**config.mk**
```make
export PLATFORM = sky130hd
export DESIGN_NAME = scratch_mem_engine
export DESIGN_NICKNAME = d
export VERILOG_FILES = /design/src/rtl/smc_pkg.sv /design/src/rtl/smc_bytemem.sv /design/src/rtl/smc_ctrl.sv /design/src/rtl/scratch_mem_engine.sv
export SDC_FILE = /design/constraint.sdc
export NUM_CORES = 2
export LEC_CHECK = 0
export BUFFER_PORTS_ARGS = -buffer_cell sky130_fd_sc_hd__buf_4
export CORE_AREA = 2 2 508 636
export CTS_BUF_LIST = sky130_fd_sc_hd__clkbuf_16
export CTS_CLUSTER_DIAMETER = 30
export DETAILED_ROUTE_END_ITERATION = 6
export DIE_AREA = 0 0 510 638
export GPL_ROUTABILITY_DRIVEN = 0
export PLACE_DENSITY_LB_ADDON = 0.12
export SKIP_LAST_GASP = 1
export SYNTH_ARGS = -nofsm -noshare
export SYNTH_HDL_FRONTEND = slang
export SYNTH_MEMORY_MAX_BITS = 65536
export SYNTH_SLANG_ARGS = --single-unit
```
**constraint.sdc**
```tcl
create_clock -name clk -period 10.2 [get_ports clk]
set_input_delay 2.04 -clock clk [delete_from_list [all_inputs] [get_ports clk]]
set_output_delay 2.04 -clock clk [all_outputs]
set_load 0.01 [all_outputs]
```
**src/rtl/smc_pkg.sv**
```systemverilog
package smc_pkg;

    localparam logic [7:0] OP_STAGE_WR = 8'h0F;
    localparam logic [7:0] OP_STAGE_RD = 8'hAA;
    localparam logic [7:0] OP_COMMIT   = 8'h55;
    localparam logic [7:0] OP_ARRAY_RD = 8'hF0;

    typedef enum logic [3:0] {
        ST_CMD,
        ST_WADR_LO,
        ST_WADR_HI,
        ST_WDATA,
        ST_SRD,
        ST_AUTH,
        ST_COPY,
        ST_ZEROS,
        ST_ONES,
        ST_RADR_LO,
        ST_RADR_HI,
        ST_MRD,
        ST_IDLE
    } smc_state_e;

endpackage

```
**src/rtl/smc_bytemem.sv**
```systemverilog
module smc_bytemem #(
    parameter int DEPTH = 32,
    localparam int AW = $clog2(DEPTH)
) (
    input  logic          clk,
    input  logic          we,
    input  logic [AW-1:0] waddr,
    input  logic [7:0]    wdata,
    input  logic [AW-1:0] raddr,
    output logic [7:0]    rdata
);

    logic [7:0] cells_q [DEPTH];

    always_ff @(posedge clk) begin
        if (we) begin
            cells_q[waddr] <= wdata;
        end
    end

    assign rdata = cells_q[raddr];

endmodule

```
**src/rtl/smc_ctrl.sv**
```systemverilog
module smc_ctrl
    import smc_pkg::*;
#(
    parameter int PAGE_BYTES  = 32,
    parameter int PAGES       = 16,
    parameter int COPY_CYCLES = 64,
    localparam int OW        = $clog2(PAGE_BYTES),
    localparam int PW        = $clog2(PAGES),
    localparam int MEM_BYTES = PAGE_BYTES * PAGES,
    localparam int MA_W      = OW + PW,
    localparam int PTR_W     = MA_W + 1,
    localparam int CW        = $clog2(COPY_CYCLES + 1)
) (
    input  logic            clk,
    input  logic            rst_n,
    input  logic            link_rst,
    input  logic            rx_partial,
    input  logic            rx_valid,
    input  logic [7:0]      rx_byte,
    input  logic            tx_req,
    output logic [7:0]      tx_byte,
    output logic            busy,
    output logic            sp_we,
    output logic [OW-1:0]   sp_waddr,
    output logic [7:0]      sp_wdata,
    output logic [OW-1:0]   sp_raddr,
    input  logic [7:0]      sp_rdata,
    output logic            mem_we,
    output logic [MA_W-1:0] mem_waddr,
    output logic [7:0]      mem_wdata,
    output logic [MA_W-1:0] mem_raddr,
    input  logic [7:0]      mem_rdata
);

    typedef struct packed {
        smc_state_e       st;
        logic [15:0]      ta;
        logic [OW-1:0]    e;
        logic             pf;
        logic             of;
        logic             aa;
        logic [OW-1:0]    off;
        logic             end_f;
        logic [1:0]       idx;
        logic [PTR_W-1:0] ptr;
        logic [CW-1:0]    cnt;
    } ctrl_s;

    localparam logic [OW-1:0]    LAST_OFF = OW'(PAGE_BYTES - 1);
    localparam logic [PTR_W-1:0] PTR_END  = PTR_W'(MEM_BYTES);

    ctrl_s q, d;
    logic [7:0]  es;
    logic [7:0]  auth_ref;
    logic [15:0] new_ta;

    assign es       = {q.aa, q.of, q.pf, 5'(q.e)};
    assign new_ta   = {rx_byte, q.ta[7:0]};
    assign auth_ref = (q.idx == 2'd0) ? q.ta[7:0] :
                      (q.idx == 2'd1) ? q.ta[15:8] : es;

    always_comb begin
        d        = q;
        sp_we    = 1'b0;
        sp_wdata = rx_byte;
        mem_we   = 1'b0;
        if (link_rst && q.st != ST_COPY) begin
            if (q.st == ST_WDATA && rx_partial) begin
                if (!q.end_f && !q.of) begin
                    sp_we = 1'b1;
                    d.e   = q.off;
                    d.pf  = 1'b1;
                end else begin
                    d.of  = 1'b1;
                end
            end
            d.st = ST_CMD;
        end else begin
            unique case (q.st)
                ST_CMD: if (rx_valid) begin
                    unique case (rx_byte)
                        OP_STAGE_WR: begin
                            d.st = ST_WADR_LO;
                            d.pf = 1'b0;
                            d.of = 1'b0;
                            d.aa = 1'b0;
                        end
                        OP_STAGE_RD: begin
                            d.st    = ST_SRD;
                            d.idx   = 2'd0;
                            d.off   = q.ta[OW-1:0];
                            d.end_f = 1'b0;
                        end
                        OP_COMMIT: begin
                            d.st  = ST_AUTH;
                            d.idx = 2'd0;
                        end
                        OP_ARRAY_RD: d.st = ST_RADR_LO;
                        default:     d.st = ST_IDLE;
                    endcase
                end
                ST_WADR_LO: if (rx_valid) begin
                    d.ta[7:0] = rx_byte;
                    d.st      = ST_WADR_HI;
                end
                ST_WADR_HI: if (rx_valid) begin
                    d.ta[15:8] = rx_byte;
                    d.off      = q.ta[OW-1:0];
                    d.e        = q.ta[OW-1:0];
                    d.end_f    = 1'b0;
                    d.st       = ST_WDATA;
                end
                ST_WDATA: if (rx_valid) begin
                    if (q.end_f) begin
                        d.of = 1'b1;
                    end else begin
                        sp_we = 1'b1;
                        d.e   = q.off;
                        if (q.off == LAST_OFF) d.end_f = 1'b1;
                        else                   d.off   = q.off + 1'b1;
                    end
                end
                ST_SRD: if (tx_req) begin
                    if (q.idx != 2'd3) begin
                        d.idx = q.idx + 2'd1;
                    end else if (!q.end_f) begin
                        if (q.off == LAST_OFF) d.end_f = 1'b1;
                        else                   d.off   = q.off + 1'b1;
                    end
                end
                ST_AUTH: if (rx_valid) begin
                    if (rx_byte != auth_ref) begin
                        d.st = ST_ONES;
                    end else if (q.idx == 2'd2) begin
                        d.aa    = 1'b1;
                        d.off   = q.ta[OW-1:0];
                        d.end_f = 1'b0;
                        d.cnt   = CW'(COPY_CYCLES);
                        d.st    = ST_COPY;
                    end else begin
                        d.idx = q.idx + 2'd1;
                    end
                end
                ST_COPY: begin
                    if (!q.end_f) begin
                        mem_we = 1'b1;
                        if (q.off == q.e) d.end_f = 1'b1;
                        else              d.off   = q.off + 1'b1;
                    end
                    d.cnt = q.cnt - 1'b1;
                    if (q.cnt == CW'(1)) d.st = ST_ZEROS;
                end
                ST_RADR_LO: if (rx_valid) begin
                    d.ta[7:0] = rx_byte;
                    d.st      = ST_RADR_HI;
                end
                ST_RADR_HI: if (rx_valid) begin
                    d.ta[15:8] = rx_byte;
                    d.ptr      = (new_ta >= 16'(MEM_BYTES)) ? PTR_END : PTR_W'(new_ta);
                    d.st       = ST_MRD;
                end
                ST_MRD: if (tx_req && q.ptr != PTR_END) begin
                    d.ptr = q.ptr + 1'b1;
                end
                default: ;
            endcase
        end
    end

    always_ff @(posedge clk or negedge rst_n) begin
        if (!rst_n) begin
            q    <= '0;
            q.st <= ST_CMD;
        end else begin
            q <= d;
        end
    end

    assign sp_waddr  = q.off;
    assign sp_raddr  = q.off;
    assign mem_waddr = {q.ta[OW+PW-1:OW], q.off};
    assign mem_wdata = sp_rdata;
    assign mem_raddr = q.ptr[MA_W-1:0];
    assign busy      = (q.st == ST_COPY);

    always_comb begin
        unique case (q.st)
            ST_SRD: begin
                unique case (q.idx)
                    2'd0:    tx_byte = q.ta[7:0];
                    2'd1:    tx_byte = q.ta[15:8];
                    2'd2:    tx_byte = es;
                    default: tx_byte = q.end_f ? 8'hFF : sp_rdata;
                endcase
            end
            ST_MRD:   tx_byte = (q.ptr == PTR_END) ? 8'hFF : mem_rdata;
            ST_ZEROS: tx_byte = 8'h00;
            default:  tx_byte = 8'hFF;
        endcase
    end

    // Checker state: consecutive cycles with busy high.
    logic [31:0] busy_len_q;
    always_ff @(posedge clk or negedge rst_n) begin
        if (!rst_n)    busy_len_q <= '0;
        else if (busy) busy_len_q <= busy_len_q + 32'd1;
        else           busy_len_q <= '0;
    end

    assert_overflow_sticky_R3: assert property (@(posedge clk) disable iff (!rst_n)
        (q.of && !(q.st == ST_CMD && rx_valid && rx_byte == OP_STAGE_WR)) |=> q.of);

    assert_partial_excludes_overflow_R4: assert property (@(posedge clk) disable iff (!rst_n)
        $rose(q.pf) |-> !q.of);

    assert_copy_window_R6: assert property (@(posedge clk) disable iff (!rst_n)
        $fell(busy) |-> busy_len_q == 32'(COPY_CYCLES));

    assert_zeros_after_copy_R6: assert property (@(posedge clk) disable iff (!rst_n)
        $fell(busy) |-> tx_byte == 8'h00);

    assert_copy_in_range_R6: assert property (@(posedge clk) disable iff (!rst_n)
        mem_we |-> (q.off <= q.e && q.off >= q.ta[OW-1:0]));

    assert_reset_masked_R8: assert property (@(posedge clk) disable iff (!rst_n)
        (busy && link_rst) |=> (busy || tx_byte == 8'h00));

    assert_aa_cleared_by_write_only_R10: assert property (@(posedge clk) disable iff (!rst_n)
        $fell(q.aa) |-> $past(q.st == ST_CMD && rx_valid && rx_byte == OP_STAGE_WR && !link_rst));

endmodule

```
**src/rtl/scratch_mem_engine.sv**
```systemverilog
module scratch_mem_engine #(
    parameter int PAGE_BYTES  = 32,
    parameter int PAGES       = 16,
    parameter int COPY_CYCLES = 64,
    localparam int OW        = $clog2(PAGE_BYTES),
    localparam int MEM_BYTES = PAGE_BYTES * PAGES,
    localparam int MA_W      = $clog2(MEM_BYTES)
) (
    input  logic       clk,
    input  logic       rst_n,
    input  logic       link_rst,
    input  logic       rx_partial,
    input  logic       rx_valid,
    input  logic [7:0] rx_byte,
    input  logic       tx_req,
    output logic [7:0] tx_byte,
    output logic       busy
);

    logic            sp_we, mem_we;
    logic [OW-1:0]   sp_waddr, sp_raddr;
    logic [7:0]      sp_wdata, sp_rdata, mem_wdata, mem_rdata;
    logic [MA_W-1:0] mem_waddr, mem_raddr;

    smc_ctrl #(
        .PAGE_BYTES (PAGE_BYTES),
        .PAGES      (PAGES),
        .COPY_CYCLES(COPY_CYCLES)
    ) u_ctrl (
        .clk       (clk),
        .rst_n     (rst_n),
        .link_rst  (link_rst),
        .rx_partial(rx_partial),
        .rx_valid  (rx_valid),
        .rx_byte   (rx_byte),
        .tx_req    (tx_req),
        .tx_byte   (tx_byte),
        .busy      (busy),
        .sp_we     (sp_we),
        .sp_waddr  (sp_waddr),
        .sp_wdata  (sp_wdata),
        .sp_raddr  (sp_raddr),
        .sp_rdata  (sp_rdata),
        .mem_we    (mem_we),
        .mem_waddr (mem_waddr),
        .mem_wdata (mem_wdata),
        .mem_raddr (mem_raddr),
        .mem_rdata (mem_rdata)
    );

    smc_bytemem #(.DEPTH(PAGE_BYTES)) u_stage (
        .clk  (clk),
        .we   (sp_we),
        .waddr(sp_waddr),
        .wdata(sp_wdata),
        .raddr(sp_raddr),
        .rdata(sp_rdata)
    );

    smc_bytemem #(.DEPTH(MEM_BYTES)) u_array (
        .clk  (clk),
        .we   (mem_we),
        .waddr(mem_waddr),
        .wdata(mem_wdata),
        .raddr(mem_raddr),
        .rdata(mem_rdata)
    );

endmodule

```
==> out/results.txt <==
The flow ran to the end, but the final reports show violations. The checks that failed: DRC, capacitance limit, slew limit. In the synthesized netlist the async set-or-reset flop fraction comes to 1.20%. The count of nets left with antenna violations once routing finished came out at 0. The timing endpoint of the critical path was tx_byte[6]. The number of detailed-routing iterations run before antenna repair is 7.

The reg-to-reg critical path startpoint was u_ctrl.sp_raddr[0]. The share of total power dissipated in combinational logic is 15.7%. For this design, the CTS-stage hold fixing added 0 buffers.

TritonCTS built the clock tree. Setup repair after global routing left no endpoint under its margin. Wires add up to 499000 microns.

The clock latency reported for the late side of the worst-skew pair was 990 ps; the area of the core was 319000 sq um. The worst relative slew slack came out at -4.98%. In this run the critical register-to-register path is captured at u_array.cells_q[226][3]. The total clock sinks came out at 4405. By area the synthesized netlist is led by edfxtp_1, mux4_2, nor2_1, mux2i_1, a22oi_1. For the area enclosed by the die boundary, the log shows 325000 sq um. The proportion of layout cells with a drive suffix above 1 is 27.3%.

The worst min-delay path class was flip-flop to flip-flop. Among the stages of the critical path, the cell type that occurs most often is buf_4. After routing, the total negative slack on setup checks comes to 0 ps.

Clock-pin slew was measured on the worst setup and hold paths at 70 ps. Setup violations remaining at the end of the flow were counted as 0. Dividing the detail-routed via count by the number of cells gives 6.71. On the critical path, the stage with the largest delay is an instance of o41ai_1.

On the worst path, the slowest cell contributes a delay of 1170 ps. Buffers inserted during clock tree synthesis total 646. The run gives 6 as the deepest level of the CTS H-tree. On the final layout, the worst hold slack is 517 ps.

In the synthesized netlist the dominant register cell turns out to be edfxtp_1. Static timing analysis puts the maximum clock frequency at 0.110 GHz. After layout, the minimum clock period comes to 9080 ps. Tracing the worst setup path back leads to its startpoint at u_ctrl.mem_raddr[4].

The vertical die dimension is 638 microns. Along the worst path, the maximum fanout reaches 25. Traced cell by cell, the critical path runs through buf_4 > nand3b_1 > o22ai_1 > o41ai_1 > nand4_1 > o32ai_1 > a21oi_1 > o221ai_1 > buf_4.

The tools report the area of the mapped netlist as 172000 sq um. The final instance count without filler cells is 13300. Sequential cells account for 45.1% of the total power. The count of cell instances traversed by the critical path was 9. For this run, design rule violations remaining after detail routing come to 29. Yosys mapped the design onto 80 distinct sky130hd cell types. The number of gates given a new drive strength after cts is 0, and the post-layout worst setup margin is 1120 ps.

On the critical path the largest part of the delay comes from compound AO/OA/AOI/OAI gates. The number of synthesized flops with an enable pin was 4352; the net count reported at finish was 8590. Once the floorplan was initialized, standard cells occupied 53.8% of the core. After synthesis the netlist holds a flip-flop and latch count of 4405. After clock tree synthesis, the setup repair step added 0 buffers. The worst register-to-register path has a setup slack of 4730 ps. The die is 510 microns wide. Detailed routing inserted a total of 89500 vias.

The final hold violation count is 0, and the area added between synthesis and finish is 16.1%. The number of I/O port buffers was 22; the post-synthesis instance total was 8188. The internal portion of the total power is 41300 uW.

The depth of the worst register-to-register path was 7; the total net switching power was 16000 uW. The tools report the number of I/O pins as 23. The setup path with the least slack is of type flip-flop to primary output. The number of antenna violations at the first check in global routing is 20. During synthesis, Yosys emitted a total of 0 warnings. The number of buffer and inverter stages on the critical path was 2; the pin count of the biggest net entering global routing was 193.

The worst endpoint required time came out at 8160 ps. Among all cell types in the netlist, the one instantiated most often is edfxtp_1. The tree is rooted in a clkbuf_16. The tools report the number of global-route vias before repair as 89500.

In this run the biggest area consumer among cell types represents 76.1% of the synthesized area. The tools report the iteration-0 DRC count of the detailed router as 13100. Data on the critical path arrives at its endpoint at 7040 ps. The run gives 304000 microns as the total half-perimeter wirelength after legalization and detailed placement. The slew at the pin closest to its max-slew limit came out at 1550 ps. For the static power due to leakage, the log shows 0.0616 uW. IR analysis of the VDD net gives a maximum drop of 0.656 mV. The clock arrives with 66.6 ps of skew. The max-capacitance violation count is 4. For the final number of max-transition violations, the log shows 4.

The final cycle utilization of the critical path is 89.0%, and the switching share of total power is 27.9%. The first global-routing pass estimated 695000 microns of wire. The clock network burns 39.2% of the power. The average cell area after synthesis is 21.0 sq um. In this run the power density over the cells is 288 nW/um^2.

The number of nets in the synthesized netlist is 8216. Total placed cells including tap cells: 12100. After detailed routing, the average wire length per cell comes to 37.4 microns. After floorplanning, the core was divided into 232 placement rows. STA classifies the critical path startpoint as a flip-flop. Timing analysis after detailed placement gives a worst setup slack of 2650 ps. In the global route stage, overall resource usage came out at 30.7%. The commonest cells after synthesis are edfxtp_1, mux4_2, nor2_1. Summing the sequential cell areas from Yosys gives 76.9% of the chip area. Element type at the critical path end: a primary output. Summed over all layers, the global routing overflow is 0. Largest buffer count on any clock path: 4. The biggest area contributor in the post-synthesis netlist is edfxtp_1.
## per-layer routing
metal,vias to the layer above,global-route usage (%),wire (microns)
li1,35200,-,-
met1,47600,40.1,178000
met2,5406,48.1,240000
met3,1225,6.98,49400
met4,4,16.8,31300
met5,-,0,22
## layout make-up
class | instances | area, sq um
sequential | 4405 | 132000
fill | 21600 | 120000
multi-input combinational | 3247 | 37600
clock buffer | 665 | 16600
clock inverter | 517 | 5490
tap | 4212 | 5270
timing repair buffer | 238 | 2140
inverter | 24 | 98.8
antenna | 18 | 45.0
## worst min path at each step
stage                             from           end  slack, ps  cells past startpoint
after floorplan           u_ctrl.es[7]  u_ctrl.es[7]        470                      2
after global placement    u_ctrl.q[16]  u_ctrl.q[16]        490                      1
after detailed placement  u_ctrl.q[45]  u_ctrl.q[45]        500                      2
after CTS                 u_ctrl.q[45]  u_ctrl.q[45]        510                      2
after global routing      u_ctrl.q[45]  u_ctrl.q[45]        540                      2
final                     u_ctrl.q[45]  u_ctrl.q[45]        520                      2
## tightest hold or removal path: stages, from the launching register on
cell and delay [ps]:
dfrtp_1 360, nand2_1 50, o21ai_0 70
## metrics by stage
| stage | total power (uW) | utilization [%] | instance area (sq um) |
|---|---|---|---|
| 4_1_cts | 57400 | 62.5 | 199000 |
| 6_report | 57300 | 62.5 | 199000 |
| 2_1_floorplan | 31900 | - | 172000 |
| 3_5_place_dp | 35200 | 55.5 | 177000 |
| 3_3_place_gp | 34700 | 55.5 | 177000 |
| 5_1_grt | 58700 | 62.5 | 199000 |
## power groups by stage
| stage | combinational [uW] | clock (uW) | sequential (uW) |
|---|---|---|---|
| 2_1_floorplan | 4550 | 0 | 27300 |
| 6_report | 9000 | 22500 | 25800 |
| 5_1_grt | 9520 | 23400 | 25800 |
| 3_3_place_gp | 8530 | 0 | 26100 |
| 4_1_cts | 9010 | 22600 | 25800 |
| 3_5_place_dp | 9020 | 0 | 26200 |
## layout by cell type, fill, tap and decap left out, types with 59 or more instances in the layout
| cell type | count |
|---|---|
| bufinv_16 | 80 |
| clkbuf_16 | 665 |
| nor2_1 | 619 |
| clkinv_4 | 60 |
| nand3_1 | 59 |
| mux2i_1 | 208 |
| nand2_1 | 236 |
| clkinvlp_4 | 78 |
| clkinv_2 | 74 |
| o21ai_0 | 81 |
| inv_1 | 70 |
| inv_6 | 71 |
| buf_4 | 210 |
| mux4_2 | 1069 |
| a22oi_1 | 229 |
| a21oi_1 | 125 |
| edfxtp_1 | 4352 |
| clkinv_1 | 71 |
## logic make-up after synthesis
family | share of synthesized area [%]
AOI/OAI and AO/OA | 3.05
xor gates and xnor gates | 0.0255
adders and majority gates | 0.102
buffers and inverters | 1.44
DFF | 76.9
muxes | 15.5
and+or+nand+nor | 2.96
## state kept, by name, indices dropped and copies added, names as in the netlist
signal            cells
u_ctrl.sp_raddr       5
u_stage.cells_q     256
u_ctrl.es             8
u_ctrl.mem_raddr      9
u_ctrl.mem_waddr      4
u_array.cells_q    4096
u_ctrl.q             22
u_ctrl.new_ta         5
Note: power is estimated with default switching activity, not from simulation.
